## src/rtl/hcc_pkg.sv

```systemverilog
package hcc_pkg;
  localparam int unsigned NUM_LEGS = 3;

  typedef enum logic {
    LEG_LO = 1'b0,
    LEG_HI = 1'b1
  } leg_e;
endpackage

```

## src/rtl/hcc_ref_sub.sv

```systemverilog
module hcc_ref_sub #(
  parameter  int unsigned IW = 16,
  localparam int unsigned RW = IW + 1
) (
  input  logic                 clk_i,
  input  logic                 rst_ni,
  input  logic                 valid_i,
  input  logic [IW-1:0]        src_i,
  input  logic [IW-1:0]        act_i,
  input  logic [IW-1:0]        inv_i,
  output logic signed [RW-1:0] ref_o,
  output logic signed [IW-1:0] inv_o
);
  logic signed [RW-1:0] src_x, act_x;

  // sign-extend by one bit so the difference cannot wrap
  assign src_x = $signed({src_i[IW-1], src_i});
  assign act_x = $signed({act_i[IW-1], act_i});

  always_ff @(posedge clk_i or negedge rst_ni) begin
    if (!rst_ni) begin
      ref_o <= '0;
      inv_o <= '0;
    end else if (valid_i) begin
      ref_o <= src_x - act_x;
      inv_o <= $signed(inv_i);
    end
  end
endmodule

```

## src/rtl/hcc_band_leg.sv

```systemverilog
module hcc_band_leg import hcc_pkg::*; #(
  parameter  int unsigned IW = 16,
  parameter  int unsigned BW = 15,
  localparam int unsigned RW = IW + 1,
  localparam int unsigned EW = IW + 2
) (
  input  logic                 clk_i,
  input  logic                 rst_ni,
  input  logic                 vld_i,
  input  logic signed [RW-1:0] ref_i,
  input  logic signed [IW-1:0] inv_i,
  input  logic [BW-1:0]        band_i,
  output leg_e                 state_o
);
  logic signed [EW-1:0] err, band_s;
  logic                 up, dn;
  leg_e                 state_q;

  assign err    = $signed({ref_i[RW-1], ref_i}) - $signed({{2{inv_i[IW-1]}}, inv_i});
  assign band_s = $signed({{(EW-BW){1'b0}}, band_i});
  assign up     = err > band_s;
  assign dn     = err < -band_s;

  always_ff @(posedge clk_i or negedge rst_ni) begin
    if (!rst_ni)        state_q <= LEG_LO;
    else if (vld_i) begin
      if (up)           state_q <= LEG_HI;
      else if (dn)      state_q <= LEG_LO;
    end
  end

  assign state_o = state_q;


  band_hold_chk: assert property (@(posedge clk_i) disable iff (!rst_ni)
    (vld_i && (err <= band_s) && (err >= -band_s)) |=> $stable(state_q));

  band_upper_chk: assert property (@(posedge clk_i) disable iff (!rst_ni)
    (vld_i && (err > band_s)) |=> (state_q == LEG_HI));

  band_lower_chk: assert property (@(posedge clk_i) disable iff (!rst_ni)
    (vld_i && (err < -band_s)) |=> (state_q == LEG_LO));
endmodule

```

## src/rtl/hcc_dead_leg.sv

```systemverilog
module hcc_dead_leg import hcc_pkg::*; #(
  parameter int unsigned DW = 8
) (
  input  logic          clk_i,
  input  logic          rst_ni,
  input  logic          en_i,
  input  logic          active_i,
  input  leg_e          cmd_i,
  input  logic [DW-1:0] dead_i,
  output logic          gate_hi_o,
  output logic          gate_lo_o
);
  logic          on_q;
  leg_e          cur_q;
  logic [DW-1:0] cnt_q;

  always_ff @(posedge clk_i or negedge rst_ni) begin
    if (!rst_ni) begin
      on_q  <= 1'b0;
      cur_q <= LEG_LO;
      cnt_q <= '0;
    end else if (!active_i || !en_i) begin
      on_q  <= 1'b0;
      cnt_q <= dead_i;
    end else if (on_q) begin
      if (cmd_i != cur_q) begin
        on_q  <= 1'b0;
        cnt_q <= dead_i;
      end
    end else if (cnt_q == '0) begin
      on_q  <= 1'b1;
      cur_q <= cmd_i;  // latest command wins if it moved during the gap
    end else begin
      cnt_q <= cnt_q - 1'b1;
    end
  end

  // enable gates combinationally so a drop takes effect without an edge
  assign gate_hi_o = en_i & on_q & (cur_q == LEG_HI);
  assign gate_lo_o = en_i & on_q & (cur_q == LEG_LO);

  // checker: consecutive cycles with both gates low, saturating
  logic [DW:0] off_run;
  always_ff @(posedge clk_i or negedge rst_ni) begin
    if (!rst_ni)                       off_run <= '0;
    else if (gate_hi_o || gate_lo_o)   off_run <= '0;
    else if (!(&off_run))              off_run <= off_run + 1'b1;
  end


  dead_gap_chk: assert property (@(posedge clk_i) disable iff (!rst_ni)
    ($rose(gate_hi_o) || $rose(gate_lo_o)) |-> (off_run > {1'b0, dead_i}));

  no_shoot_chk: assert property (@(posedge clk_i) disable iff (!rst_ni)
    !(gate_hi_o && gate_lo_o));
endmodule

```

## src/rtl/band_gate_ctrl.sv

```systemverilog
module band_gate_ctrl import hcc_pkg::*; #(
  parameter int unsigned IW = 16,
  parameter int unsigned BW = 15,
  parameter int unsigned DW = 8
) (
  input  logic                          clk_i,
  input  logic                          rst_ni,
  input  logic                          en_i,
  input  logic                          valid_i,
  input  logic [NUM_LEGS-1:0][IW-1:0]   src_i,
  input  logic [NUM_LEGS-1:0][IW-1:0]   act_i,
  input  logic [NUM_LEGS-1:0][IW-1:0]   inv_i,
  input  logic [BW-1:0]                 band_i,
  input  logic [DW-1:0]                 dead_i,
  output logic [NUM_LEGS-1:0]           gate_hi_o,
  output logic [NUM_LEGS-1:0]           gate_lo_o
);
  localparam int unsigned RW = IW + 1;

  logic vld_q, started_q;

  always_ff @(posedge clk_i or negedge rst_ni) begin
    if (!rst_ni) begin
      vld_q     <= 1'b0;
      started_q <= 1'b0;
    end else begin
      vld_q <= valid_i;
      if (vld_q) started_q <= 1'b1;
    end
  end

  for (genvar g = 0; g < NUM_LEGS; g++) begin : g_leg
    logic signed [RW-1:0] ref_w;
    logic signed [IW-1:0] inv_w;
    leg_e                 state_w;

    hcc_ref_sub #(.IW(IW)) u_ref (
      .clk_i   (clk_i),
      .rst_ni  (rst_ni),
      .valid_i (valid_i),
      .src_i   (src_i[g]),
      .act_i   (act_i[g]),
      .inv_i   (inv_i[g]),
      .ref_o   (ref_w),
      .inv_o   (inv_w)
    );

    hcc_band_leg #(.IW(IW), .BW(BW)) u_band (
      .clk_i   (clk_i),
      .rst_ni  (rst_ni),
      .vld_i   (vld_q),
      .ref_i   (ref_w),
      .inv_i   (inv_w),
      .band_i  (band_i),
      .state_o (state_w)
    );

    hcc_dead_leg #(.DW(DW)) u_dead (
      .clk_i     (clk_i),
      .rst_ni    (rst_ni),
      .en_i      (en_i),
      .active_i  (started_q),
      .cmd_i     (state_w),
      .dead_i    (dead_i),
      .gate_hi_o (gate_hi_o[g]),
      .gate_lo_o (gate_lo_o[g])
    );
  end


  startup_off_chk: assert property (@(posedge clk_i) disable iff (!rst_ni)
    !started_q |-> ((gate_hi_o == '0) && (gate_lo_o == '0)));

  enable_off_chk: assert property (@(posedge clk_i) disable iff (!rst_ni)
    !en_i |-> ((gate_hi_o == '0) && (gate_lo_o == '0)));
endmodule

```

## config.mk

```make
export PLATFORM = sky130hd
export DESIGN_NAME = band_gate_ctrl
export DESIGN_NICKNAME = d
export VERILOG_FILES = /design/src/rtl/hcc_pkg.sv /design/src/rtl/hcc_ref_sub.sv /design/src/rtl/hcc_band_leg.sv /design/src/rtl/hcc_dead_leg.sv /design/src/rtl/band_gate_ctrl.sv
export SDC_FILE = /design/constraint.sdc
export NUM_CORES = 1
export LEC_CHECK = 0
export ABC_AREA = 1
export ABC_CLOCK_PERIOD_IN_PS = 2690
export BUFFER_PORTS_ARGS = -buffer_cell sky130_fd_sc_hd__clkbuf_2
export CAP_MARGIN = 20
export CORE_ASPECT_RATIO = 1.4
export CORE_UTILIZATION = 30
export DETAILED_ROUTE_END_ITERATION = 8
export HOLD_SLACK_MARGIN = 0.1
export PLACE_DENSITY = 0.5
export SYNTH_ARGS = -nofsm -noshare
export SYNTH_HDL_FRONTEND = slang
export SYNTH_HIERARCHICAL = 1
export SYNTH_SLANG_ARGS = --single-unit
```

## constraint.sdc

```tcl
create_clock -name clk_i -period 2.69 [get_ports clk_i]
set_input_delay 0.538 -clock clk_i [delete_from_list [all_inputs] [get_ports clk_i]]
set_output_delay 0.538 -clock clk_i [all_outputs]
set_load 0.01 [all_outputs]
```

* Word level (Yosys, flattened, before mapping)
Index checks and enable logic that the tools add are counted.
** Operators by class
- Add/subtract/negate cells :: 10
- $lt $le $gt $ge :: 6
- Eq/ne operators :: 9
- Multiplexer cells :: 30
- Bitwise logic cells :: 16
- Reduce and logical (&&, ||, !) cells :: 18
** Operator list (count)
- 8-bit 2-to-1 mux :: 12
- 18-bit by 16-bit greater-than comparator with 1-bit output :: 3
- 18-bit less-than comparator :: 3
- 17-bit by 16-bit subtractor with 18-bit output :: 3
- 16-bit by 16-bit subtractor with 17-bit output :: 3
- 8-bit logical NOT :: 3
- 8-bit by 1-bit subtractor with 8-bit output, second input constant :: 3
- 1-bit 2-to-1 mux :: 18
- 15-bit negation with 18-bit output :: 1
- 2-bit AND reduction :: 6
- 1-bit AND :: 9
- 3-bit != test, second input constant :: 3
- 3-bit AND reduction :: 3
- 1-bit NOT :: 7
- 3-bit by 2-bit != test with 1-bit output, second input constant :: 2
- 2-bit nonzero test :: 3
- 1-bit != test :: 3
- 3-bit by 1-bit != test with 1-bit output, second input constant :: 1
- 1-bit logical NOT :: 2
- 1-bit logical OR :: 1
** Storage, ports and cells
- Flip-flop bits (word level) :: 134
- Bits of input ports :: 171
- Output and inout port bits :: 6
- Logic and storage cells :: 109

* Longest topological paths before layout
Gate-level depths: netlist of run 1.
- Depth after elaboration :: 4
- Mapped depth :: 28
- Gate-level depth less buffers :: 28

* By module
Netlist of run 1, hierarchy kept.
** By module, submodules not included
- hcc_ref_sub :: instances 3, cells each 359, area each 2361.0 um^2, sequential area each 825.8 um^2
- hcc_band_leg at g_leg[1].u_band ... :: instances 2, cells each 384, area each 2269.7 um^2, sequential area each 25.0 um^2
- hcc_band_leg at g_leg[0].u_band :: instances 1, cells each 380, area each 2184.6 um^2, sequential area each 25.0 um^2
- hcc_dead_leg :: instances 3, cells each 102, area each 718.2 um^2, sequential area each 250.2 um^2
- band_gate_ctrl :: instances 1, cells each 5, area each 61.3 um^2, sequential area each 50.0 um^2

* Worst setup path after synthesis of run 1
No wires, ideal clock.
- Path type :: input -> register
- From :: in band_i[1]
- To :: reg g_leg[0].u_band.state_q
- Library setup time :: 0.118 ns
- Data arrival time :: 2.757 ns
- Data required time :: 2.572 ns
- Setup slack :: -0.185 ns
- Cell stages on the path :: 21
- Path buffers :: 0
- Path through :: nor3_1 nand3_1 nor3_1 nand3_1 xor2_1 ha_1 a21oi_1 o21a_1 nand3_1 nor2_1 nor2_1 nand2_1 nand2_1 nand2_1 nand2_1 nand2_1 nand2_1 nand2_1 nand3_1 nand2_1 nand2_1
** On the way
- Longest elaborated chain between the ends :: 4
- Elaborated cells on any way between the ends :: 6
- Classes of those cells :: add/sub (1); order compare (2); mux (1); reduce/logical (2)
** Ends and longest elaborated chain
- start: declaration :: RTL line band_gate_ctrl.sv:13 : input logic [BW-1:0] band_i,
- 15-bit negation with 18-bit output :: RTL line hcc_band_leg.sv:22 : assign dn = err < -band_s;
- 18-bit less-than comparator :: RTL line hcc_band_leg.sv:22
- 2-bit nonzero test (no source line)
- 2-bit AND reduction (no source line)
- end signal: assignment :: RTL line hcc_band_leg.sv:25 : if (!rst_ni) state_q <= LEG_LO;
- end signal: assignment :: RTL line hcc_band_leg.sv:27 : if (up) state_q <= LEG_HI;
- end signal: assignment :: RTL line hcc_band_leg.sv:28 : else if (dn) state_q <= LEG_LO;
- end: declaration :: RTL line hcc_band_leg.sv:17 : leg_e state_q;
Several ways; a longest one is shown, not always the timed one.
A chain may end at the register's enable or synchronous reset.

* Final worst setup path of run 1
- From :: reg g_leg[2].u_ref.ref_o[0]
- To :: reg g_leg[2].u_band.state_q
** On the way
- Longest elaborated chain between the ends :: 4
- Elaborated cells on any way between the ends :: 6
- Classes of those cells :: add/sub (1); order compare (2); mux (1); reduce/logical (2)
** Ends and longest elaborated chain
- start: declaration :: RTL line hcc_ref_sub.sv:11 : output logic signed [RW-1:0] ref_o,
- start signal: assignment :: RTL line hcc_ref_sub.sv:25 : ref_o <= src_x - act_x;
- 17-bit by 16-bit subtractor with 18-bit output * :: RTL line hcc_band_leg.sv:19 : assign err = $signed({ref_i[RW-1], ref_i}) - $signed({{2{inv_i[IW-1]}}, inv_i});
- 18-bit less-than comparator / 18-bit by 16-bit greater-than comparator with 1-bit output (equally long branches) :: RTL line hcc_band_leg.sv:22, hcc_band_leg.sv:21
- 2-bit nonzero test (no source line)
- 2-bit AND reduction (no source line)
- end signal: assignment :: RTL line hcc_band_leg.sv:25
- end signal: assignment :: RTL line hcc_band_leg.sv:27
- end signal: assignment :: RTL line hcc_band_leg.sv:28
- end: declaration :: RTL line hcc_band_leg.sv:17
Every way passes the cells marked *; elsewhere a longest branch is shown, timed or not.

==> metrics, run 1 <==
crit path from g_leg[2].u_ref/ref_o[0]; Post-DRT Antenna Nets 0; First-pass DRT Iterations 5; #FFs+latches synth between 100 and 150; WHS Endpoint g_leg[2].u_ref/inv_o[6]; Slew Limit Fails 0; vias in the first global route about 16,000; slew margin rel. 58.36%; PnR worst setup slack -0.3332 ns; Critical R2R Capture g_leg[2].u_band/state_o; post-synth top area share a little over a fifth; Critical Path RT about 3.0 ns; Num CTS Buffers 17; Achievable Freq about 330 MHz; crit path max fanout 3; synthesized net count 2,911; vias about 16,000; kind of critical path reg2reg; crit path DAT approximately 3.4 ns; area of the multi-input gates roughly 12,000 um^2; fin crit share 112.4%; Finished Cell Area 20,760 um^2; Hold Path Class in2reg; num rows 99; NumNets Final about 3,300; largest net degree at the start of global routing between 60 and 70; endpoints failing hold 0; Congestion Overflow GR 0; Layout fillers between 5,000 and 6,000; final setup fails 3; Cell Area, Synth 16,020 um^2; Area Overhead vs Synth 29.55%; initial antenna violation count 5; Vias/cell approximately 4.4; total power roughly 12 mW; Sink Count 134; cell taking the most area after synthesis nand2_1; Reg2Reg Depth 25; Worst Setup Start Kind flop; hold_sp inv_i[38]; synth top area cells nand2_1, dfrtp_1, ha_1, inv_1, nand3_1; worst-case clock buffer depth 2; I/O Buffers between 150 and 200; min Tclk post-route between 3 and 4 ns; sequential share of the synthesized area a little over a fifth; number of flops mapped to enable cells by yosys 0; CP max stage delay 0.39 ns; share of cells above drive strength 1 25.36%; Top delay family on crit path simple AND/OR/NAND/NOR gates; pwr dens 595.7 nW/um^2; reg2reg start g_leg[2].u_ref/ref_o[0]; CORE AREA between 50,000 and 60,000 um^2; CTS tree yes; DR WL/cell roughly 12 um; Peak VDD IR about 0.35 mV; Avg Inst Size Synth approximately 6.3 um^2; ys async rst share between 90% and 100%; post-DP HPWL around 38,000 um; crit path max-delay cell type fa_2; Final Util 39.62%; Post-Synthesis Cells between 2,000 and 3,000; Final Wtd Congestion ~0.84; first-pass GRT wire length between 70,000 and 80,000 um; initial DRC count between 500 and 600; CP endpoint kind flop; placed cell area a little under 20,000 um^2; skew final 0.01102 ns; max-cap viol count 0; run status finished with violations; cell depth of the worst hold path 3; Register Area 3353 um^2; cell mode on critical path nand2_1; Total GRT Usage between 10% and 20%; Root Buffer clkbuf_16; Worst Path Buf+Inv 2; Ys Warns 6; DIE WIDTH roughly 200 um; antenna cell count 0; Die H 275.4 um; Main synth FF type dfrtp_1; Routed WL 44,970 um; Ports around 180; H-tree levels 4; standby leakage power 12.01 nW; Initial Util 30.58%; RSZ-0062 raised after global routing yes; R2R setup slack -0.33 ns; failing checks negative setup slack; Place WS -0.4529 ns; die area between 50,000 and 60,000 um^2; clock latency on the worst-skew pair 0.45 ns; drt drc 0; Reg clk slew, reported paths roughly 0.06 ns; Netlist cell types 42; Worst-Margin Slew a little over 0.6 ns
## power breakdown
group          switching (mW)  internal (mW)
combinational            4.14           3.38
clock                   0.920           1.40
sequential              0.241           2.29
## synthesized netlist by cell type, types with 26 or more instances
library cell and n:
a21oi_1 79, dfrtp_1 134, ha_1 198, inv_1 437
inv_2 26, nand2_1 930, nand2_2 80, nand3_1 155
nand3_2 26, nor2_1 156, o21ai_0 38, xor2_1 64
## cells by family after synthesis
logic type / synth area share [%]
AND/OR/NAND/NOR: 40.83
buffers and inverters: 11.67
adder cells (fa/ha/maj): 16.21
AO/OA/AOI/OAI: 5.825
flip-flops: 20.93
XOR/XNOR: 4.537
## per-stage QoR
step	hold slack, ns	TNS [ns]	std cells
2_1_floorplan	0.2424	-0.1061	2536
3_5_place_dp	0.4590	-1.273	3600
4_1_cts	0.2633	-0.9380	3643
6_report	0.2927	-0.8197	3653
3_3_place_gp	0.4543	-1.157	3600
5_1_grt	0.2760	-1.481	3653
## sequential cells by signal, summed over array words and instances (netlist names)
| name | flops |
|---|---|
| g_leg.u_dead/on_q | 3 |
| g_leg.u_band/state_o | 3 |
| g_leg.u_dead/cnt_q | 24 |
| g_leg.u_ref/ref_o | 51 |
| started_q | 1 |
| g_leg.u_ref/inv_o | 48 |
| g_leg.u_dead/cur_q | 3 |
| vld_q | 1 |
## routing by layer
metal | track usage (%) | wire [um] | vias to the layer above
met5 | 0 | 65 | -
li1 | - | - | 8627
met4 | 5.630 | 1145 | 10
met3 | 2.896 | 1347 | 73
met2 | 33.47 | 24600 | 188
met1 | 17.35 | 17810 | 7324
## worst register-to-register path, delay by kind of cell, from the launching register on
kind                     cells  cell delay, ns
flip-flops                   1            0.38
buffers and inverters        2            0.11
XOR/XNOR                     1            0.17
AND/OR/NAND/NOR             19            1.41
adder cells (fa/ha/maj)      3            0.84
## final cells by class
class	count	area share (%)
Sequential cell	134	16.15
Multi-Input combinational cell	1912	55.77
Inverter	472	8.608
Timing Repair Buffer	398	12.48
Tap cell	707	4.262
Clock inverter	8	0.4882
Clock buffer	22	2.236
## timing repair
| item | CTS | global route |
|---|---|---|
| buffers inserted | 12 | 10 |
| endpoints found under the hold margin | 56 | 0 |
| pin swaps | 45 | 65 |
| setup endpoints to repair | 3 | 3 |
| gates resized for setup | 46 | 90 |
| hold buffers | 1 | 0 |
## layout by cell type (no fill, tap or decap), drive strengths merged
| master | count |
|---|---|
| or2 | 18 |
| nor4 | 9 |
| o21bai | 6 |
| nand4 | 18 |
| nand2 | 1020 |
| dfrtp | 134 |
| xnor2 | 19 |
| and2 | 6 |
| buf | 223 |
| a31oi | 2 |
| o21ai | 44 |
| o21a | 3 |
| fa | 6 |
| and3 | 3 |
| dlygate4sd3 | 1 |
| bufinv | 2 |
| a21oi | 95 |
| nor3 | 24 |
| ha | 198 |
| xor2 | 64 |
| nand3 | 184 |
| clkbuf | 196 |
| nor2 | 174 |
| clkinv | 12 |
| a21o | 6 |
| o211ai | 4 |
| nand3b | 9 |
| inv | 466 |
## how the worst max path moves through the flow
stage / to / slack, ns / cells past startpoint
2_1_floorplan: g_leg[2].u_band/state_o / -0.04 / 25
3_3_place_gp: g_leg[1].u_band/state_o / -0.45 / 22
3_5_place_dp: g_leg[1].u_band/state_o / -0.45 / 22
4_1_cts: g_leg[2].u_band/state_o / -0.34 / 25
5_1_grt: g_leg[2].u_band/state_o / -0.58 / 26
6_report: g_leg[2].u_band/state_o / -0.33 / 25
No activity file was read; power rests on OpenSTA's default activity.
==> run 2: changes to the inputs <==
--- a/config.mk
+++ b/config.mk
@@ -10,10 +10,11 @@
 export BUFFER_PORTS_ARGS = -buffer_cell sky130_fd_sc_hd__clkbuf_2
 export CAP_MARGIN = 20
 export CORE_ASPECT_RATIO = 1.4
-export CORE_UTILIZATION = 30
+export CORE_UTILIZATION = 25
 export DETAILED_ROUTE_END_ITERATION = 8
 export HOLD_SLACK_MARGIN = 0.1
-export PLACE_DENSITY = 0.5
+export MAX_ROUTING_LAYER = met4
+export PLACE_DENSITY = 0.44
 export SYNTH_ARGS = -nofsm -noshare
 export SYNTH_HDL_FRONTEND = slang
 export SYNTH_HIERARCHICAL = 1
==> metrics, run 2 (synthesis gave the netlist of run 1 again) <==
final hold slack 0.2699 ns (-0.02284 ns); initial DRC count 429 (-18%); reg2reg start g_leg[0].u_ref/ref_o[0]; Worst Setup Start Kind flop; slew margin rel. 60.00% (+1.6 points); Ports 177 (unchanged); Num CTS Buffers 17 (unchanged); Final Util 32.88% (-6.7 points); area of the multi-input gates 11,420 um^2 (-1.4%); initial antenna violation count 3 (-2); endpoints failing hold 0 (unchanged); clock latency on the worst-skew pair 0.48 ns (+0.03 ns); Reg clk slew, reported paths 0.06 ns (about the same); I/O Buffers 176 (unchanged); CORE AREA 63,280 um^2 (+21%); CP endpoint kind flop; skew final 0.008286 ns (-0.002730 ns); Sink Count 134 (unchanged); max-cap viol count 0 (unchanged); Worst-Margin Slew 0.5991 ns (-0.02460 ns); drt drc 0 (unchanged); crit path DAT 3.37 ns (about the same); First-pass DRT Iterations 5 (unchanged); Root Buffer clkbuf_16; total power 12.17 mW (-1.6%); metal3 WL 1256 um (-6.8%); Reg2Reg Depth 25 (unchanged); H-tree levels 4 (unchanged); Initial Util 25.32% (-5.3 points); run status finished with violations; Hold Path Class in2reg; CP Capture Point g_leg[0].u_band/state_o; Vias/cell 4.274 (-3.8%); hold_sp inv_i[37]; worst-case clock buffer depth 2 (unchanged); Congestion Overflow GR 0 (unchanged); Total GRT Usage 15.53% (-1.3 points); final setup fails 3 (unchanged); NumNets Final 3,317 (+0.21%); Register Area 3353 um^2 (unchanged); Post-DRT Antenna Nets 0 (unchanged); DR WL/cell 12.50 um (+1.6%); commonest cells after routing, fill and taps aside nand2_1, inv_1, buf_4; PnR worst setup slack -0.3195 ns (+0.01375 ns); post-DP HPWL 40,190 um (+7.1%); vias 16,200 (-0.15%); Final Wtd Congestion 0.8680 (+3.8%); Routed WL 47,390 um (+5.4%); share of cells above drive strength 1 25.58% (+0.23 points); largest net degree at the start of global routing 68 (unchanged); Slew Limit Fails 0 (unchanged); Area Overhead vs Synth 29.84%; fin crit share 111.9% (-0.51 points); RSZ-0062 raised after global routing yes; Layout fillers 7,054 (+24%); vias in the first global route 16,560 (+1.3%); die area 65,120 um^2 (+20%); Top reg by flops g_leg.u_ref/ref_o; crit path from g_leg[0].u_ref/ref_o[0]; setup TNS -0.9359 ns (-0.1162 ns); CTS tree yes; Critical R2R Capture g_leg[0].u_band/state_o; R2R setup slack -0.32 ns (about the same); num rows 109 (+10%); Die H 301.5 um (+9.5%); Peak VDD IR 0.4928 mV (+41%); failing checks negative setup slack; first-pass GRT wire length 78,290 um (+5.5%); metal1 wirelength 18,860 um (+5.9%); crit path max fanout 2 (-1); DIE WIDTH 216.0 um (+9.4%); Top Registers g_leg.u_ref/ref_o: 51 flops, g_leg.u_ref/inv_o: 48 flops, g_leg.u_dead/cnt_q: 24 flops; max layer used met4; commonest non-fill, non-tap cell in the layout nand2_1; kind of critical path reg2reg; Achievable Freq 332.3 MHz (+0.46%); Critical Path RT 3.05 ns (+0.03 ns); max reg flops 51 (unchanged); pwr dens 585.0 nW/um^2 (-1.8%); standby leakage power 11.99 nW (-0.14%); min Tclk post-route 3.009 ns (-0.01375 ns); met2 wire length 25,900 um (+5.3%)
## run 2: cell count changes in the layout (fill, tap and decap cells not counted), moves of 4 or more
cell	previous run	this run
buf_4	218	226
inv_1	429	425
inv_2	34	38
inv_6	3	11
nand2_1	901	906
nand2_4	17	11
nand3_2	37	41
xor2_4	4	0
## run 2: where the power goes
part	internal, mW	switching (mW)	leakage, nW
Sequential	2.29	0.240	1.60
Combinational	3.27	4.08	10.1
Clock	1.21	1.07	0.276
Total	6.78	5.40	12.0
## run 2: metal layers
layer	GRT usage, %	vias up
met1	15.46	7304
met2	29.62	178
met3	2.582	60
li1	-	8656
met4	6.372	0
met5	-	-
## run 2: how the worst min path moves through the flow
stage	end	slack [ns]	depth (start not counted)
global route	g_leg[2].u_ref/inv_o[9]	0.25	3
floorplan	g_leg[0].u_band/state_o	0.24	0
finish	g_leg[2].u_ref/inv_o[5]	0.27	3
CTS	g_leg[2].u_ref/inv_o[5]	0.22	3
detailed placement	g_leg[0].u_ref/inv_o[1]	0.46	2
global placement	g_leg[0].u_ref/inv_o[1]	0.46	2
## run 2: timing repair
item,in CTS,in global routing
resized for setup,58,59
hold endpoints to repair,134,0
pin swaps,34,56
buffers inserted,7,5
hold buffers,1,0
endpoints found under the setup margin,3,3
## run 2: worst max-delay path: stages, from the launching register on
cell	delay, ns
dfrtp_1	0.37
inv_1	0.06
ha_2	0.17
inv_2	0.05
fa_2	0.39
nand2_2	0.07
nand3_2	0.09
nand2_2	0.09
o21ai_1	0.06
xor2_1	0.19
ha_1	0.30
nand2_2	0.06
nor2_4	0.14
nand3_2	0.10
nand3_2	0.10
nor2_2	0.03
nor2_1	0.09
nand2_1	0.06
nand2_1	0.05
nand2_1	0.04
nand2_1	0.08
nand2_2	0.06
nand3_2	0.06
nand3_2	0.07
nand2_1	0.07
nand2_1	0.04
## run 2: layout make-up
cell class                 count  share of cell area (%)
inverter                     472                   8.588
sequential                   134                   16.12
multi-input combinational   1912                   54.87
clock inverter                15                  0.6435
timing repair buffer         405                   12.69
tap                          832                   5.004
antenna                        3                 0.03609
clock buffer                  17                   2.045
## run 2: stage by stage
stage               std cells  setup WS, ns  area, um^2
floorplan                2536      -0.03894       16060
CTS                      3782       -0.3452       20510
global route             3790       -0.5982       20800
finish                   3790       -0.3195       20800
global placement         3742       -0.3933       19560
detailed placement       3742       -0.4565       19560
==> run 3: changes to the inputs <==
--- a/config.mk
+++ b/config.mk
@@ -9,12 +9,14 @@
 export ABC_CLOCK_PERIOD_IN_PS = 2690
 export BUFFER_PORTS_ARGS = -buffer_cell sky130_fd_sc_hd__clkbuf_2
 export CAP_MARGIN = 20
+export CELL_PAD_IN_SITES_DETAIL_PLACEMENT = 0
+export CELL_PAD_IN_SITES_GLOBAL_PLACEMENT = 1
 export CORE_ASPECT_RATIO = 1.4
 export CORE_UTILIZATION = 25
 export DETAILED_ROUTE_END_ITERATION = 8
 export HOLD_SLACK_MARGIN = 0.1
 export MAX_ROUTING_LAYER = met4
-export PLACE_DENSITY = 0.44
+export PLACE_DENSITY = 0.57
 export SYNTH_ARGS = -nofsm -noshare
 export SYNTH_HDL_FRONTEND = slang
 export SYNTH_HIERARCHICAL = 1
==> metrics, run 3 (synthesis gave the netlist of run 1 again) <==
run status finished with violations; failing checks negative setup slack; initial antenna violation count 4 (+1); fin crit share 111.3% (-0.57 points); crit path max fanout 3 (+1); final setup fails 3 (unchanged); crit path from g_leg[2].u_ref/ref_o[0]; Post-DRT Antenna Nets 0 (unchanged); Non-Filler Instances 3,845 (+1.5%); largest net degree at the start of global routing 61 (-10%); num rows 109 (unchanged); vias 16,210 (+0.056%); pwr dens 578.2 nW/um^2 (-1.2%); Top delay family on crit path simple AND/OR/NAND/NOR gates; cts hold-fix bufs 0 (-1); area of the multi-input gates 11,370 um^2 (-0.36%); standby leakage power 12.24 nW (+2.0%); die area 65,120 um^2 (unchanged); Root Buffer clkbuf_16; Worst-Margin Slew 0.6864 ns (+0.08734 ns); drt drc 0 (unchanged); H-tree levels 4 (unchanged); Slew Limit Fails 0 (unchanged); Die H 301.5 um (unchanged); CTS tree yes; I/O Buffers 176 (unchanged); max reg flops 51 (unchanged); Num CTS Buffers 17 (unchanged); Final Util 33.44% (+0.57 points); Layout fillers 7,124 (+0.99%); Reg2Reg Depth 25 (unchanged); Peak VDD IR 0.4874 mV (-1.1%); post-DP HPWL 40,200 um (about the same); endpoints failing hold 0 (unchanged); Congestion Overflow GR 0 (unchanged); Finished Cell Area 21,160 um^2 (+1.7%); CP endpoint kind flop; Area Overhead vs Synth 32.08%; DIE WIDTH 216.0 um (unchanged); slew margin rel. 54.24% (-5.8 points); first-pass GRT wire length 79,250 um (+1.2%); total power 12.24 mW (+0.54%); vias in the first global route 16,520 (-0.20%); Critical Path RT 3.02 ns (-0.03 ns); skew final 0.01085 ns (+0.002561 ns); kind of critical path reg2reg; PnR worst setup slack -0.3041 ns (+0.01541 ns); max-cap viol count 0 (unchanged); commonest non-fill, non-tap cell in the layout nand2_1; min Tclk post-route 2.994 ns (-0.01541 ns); CP max stage delay 0.38 ns (about the same); crit path DAT 3.33 ns (-0.04 ns); Place WS -0.4670 ns (-0.01054 ns); Ports 177 (unchanged); Register Area 3353 um^2 (unchanged); Final Wtd Congestion 0.8421 (-3.0%); Top reg by flops g_leg.u_ref/ref_o; critical path depth in cells 25 (unchanged); RSZ-0062 raised after global routing yes; Routed WL 48,020 um (+1.3%); Worst Setup Start Kind flop; initial DRC count 553 (+29%); CORE AREA 63,280 um^2 (unchanged); clock latency on the worst-skew pair 0.46 ns (-0.02 ns); worst-case clock buffer depth 2 (unchanged); Worst Path Buf+Inv 2 (unchanged); Achievable Freq 334.0 MHz (+0.51%); # placed instances 3,793 (+1.4%); reg2reg start g_leg[2].u_ref/ref_o[0]; Total GRT Usage 15.56% (+0.035 points); commonest cells after routing, fill and taps aside nand2_1, inv_1, buf_4; First-pass DRT Iterations 5 (unchanged); Sink Count 134 (unchanged); DR WL/cell 12.49 um (-0.12%); Vias/cell 4.215 (-1.4%); NumNets Final 3,372 (+1.7%); Initial Util 25.32% (unchanged); Reg clk slew, reported paths 0.06 ns (about the same); share of cells above drive strength 1 26.39% (+0.80 points); crit path max-delay cell type dfrtp_1; Top Registers g_leg.u_ref/ref_o: 51 flops, g_leg.u_ref/inv_o: 48 flops, g_leg.u_dead/cnt_q: 24 flops; cell mode on critical path nand2_1; placed cell area 19,950 um^2 (+2.0%); Hold Path Class in2async
-- run 3: per-stage QoR --
step | TNS, ns | hold WS [ns]
3_3_place_gp | -1.222 | 0.4602
5_1_grt | -1.770 | 0.1275
2_1_floorplan | -0.1061 | 0.2424
4_1_cts | -0.9311 | 0.1074
3_5_place_dp | -1.287 | 0.4596
6_report | -0.8882 | 0.09798
-- run 3: timing repair --
action | in CTS | in global routing
endpoints found under the setup margin | 3 | 3
buffers inserted | 5 | 12
gates cloned | 0 | 0
gates resized for setup | 41 | 61
pin swaps | 36 | 49
-- run 3: worst register-to-register path: cells and delay by family (launching register included) --
family                     cells  cell delay (ns)
adders and majority gates      3             0.82
and+or+nand+nor               19             1.39
buffers and inverters          2             0.10
xor gates and xnor gates       1             0.16
DFF                            1             0.38
-- run 3: metal layers --
metal	vias to the layer above	GRT usage, %	share of wire [%]
met4	0	3.957	1.5
met5	-	-	0
li1	8753	-	-
met3	33	2.189	2.6
met1	7231	17.61	44
met2	190	28.48	52
-- run 3: power by group --
part	switching (mW)	internal [mW]
clock network	1.03	1.18
logic	4.07	3.43
registers	0.241	2.29
total	5.34	6.90
-- run 3: final timing paths --
check	slack [ns]	endpoint
min	0.1	g_leg[1].u_ref/ref_o[12]
min in group clk_i	0.29	g_leg[1].u_ref/inv_o[12]
max reg2reg	-0.30	g_leg[2].u_band/state_o
max	-0.30	g_leg[2].u_band/state_o
min reg2reg	0.47	g_leg[0].u_ref/inv_o[5]
max in group asynchronous	1.89	g_leg[2].u_ref/inv_o[13]
-- run 3: area by class of cell --
class | instances | share of cell area (%)
Sequential cell | 134 | 15.84
Multi-Input combinational cell | 1912 | 53.75
Clock buffer | 17 | 2.010
Inverter | 472 | 8.443
Clock inverter | 14 | 0.4966
Timing Repair Buffer | 460 | 14.49
Antenna cell | 4 | 0.04730
Tap cell | 832 | 4.919
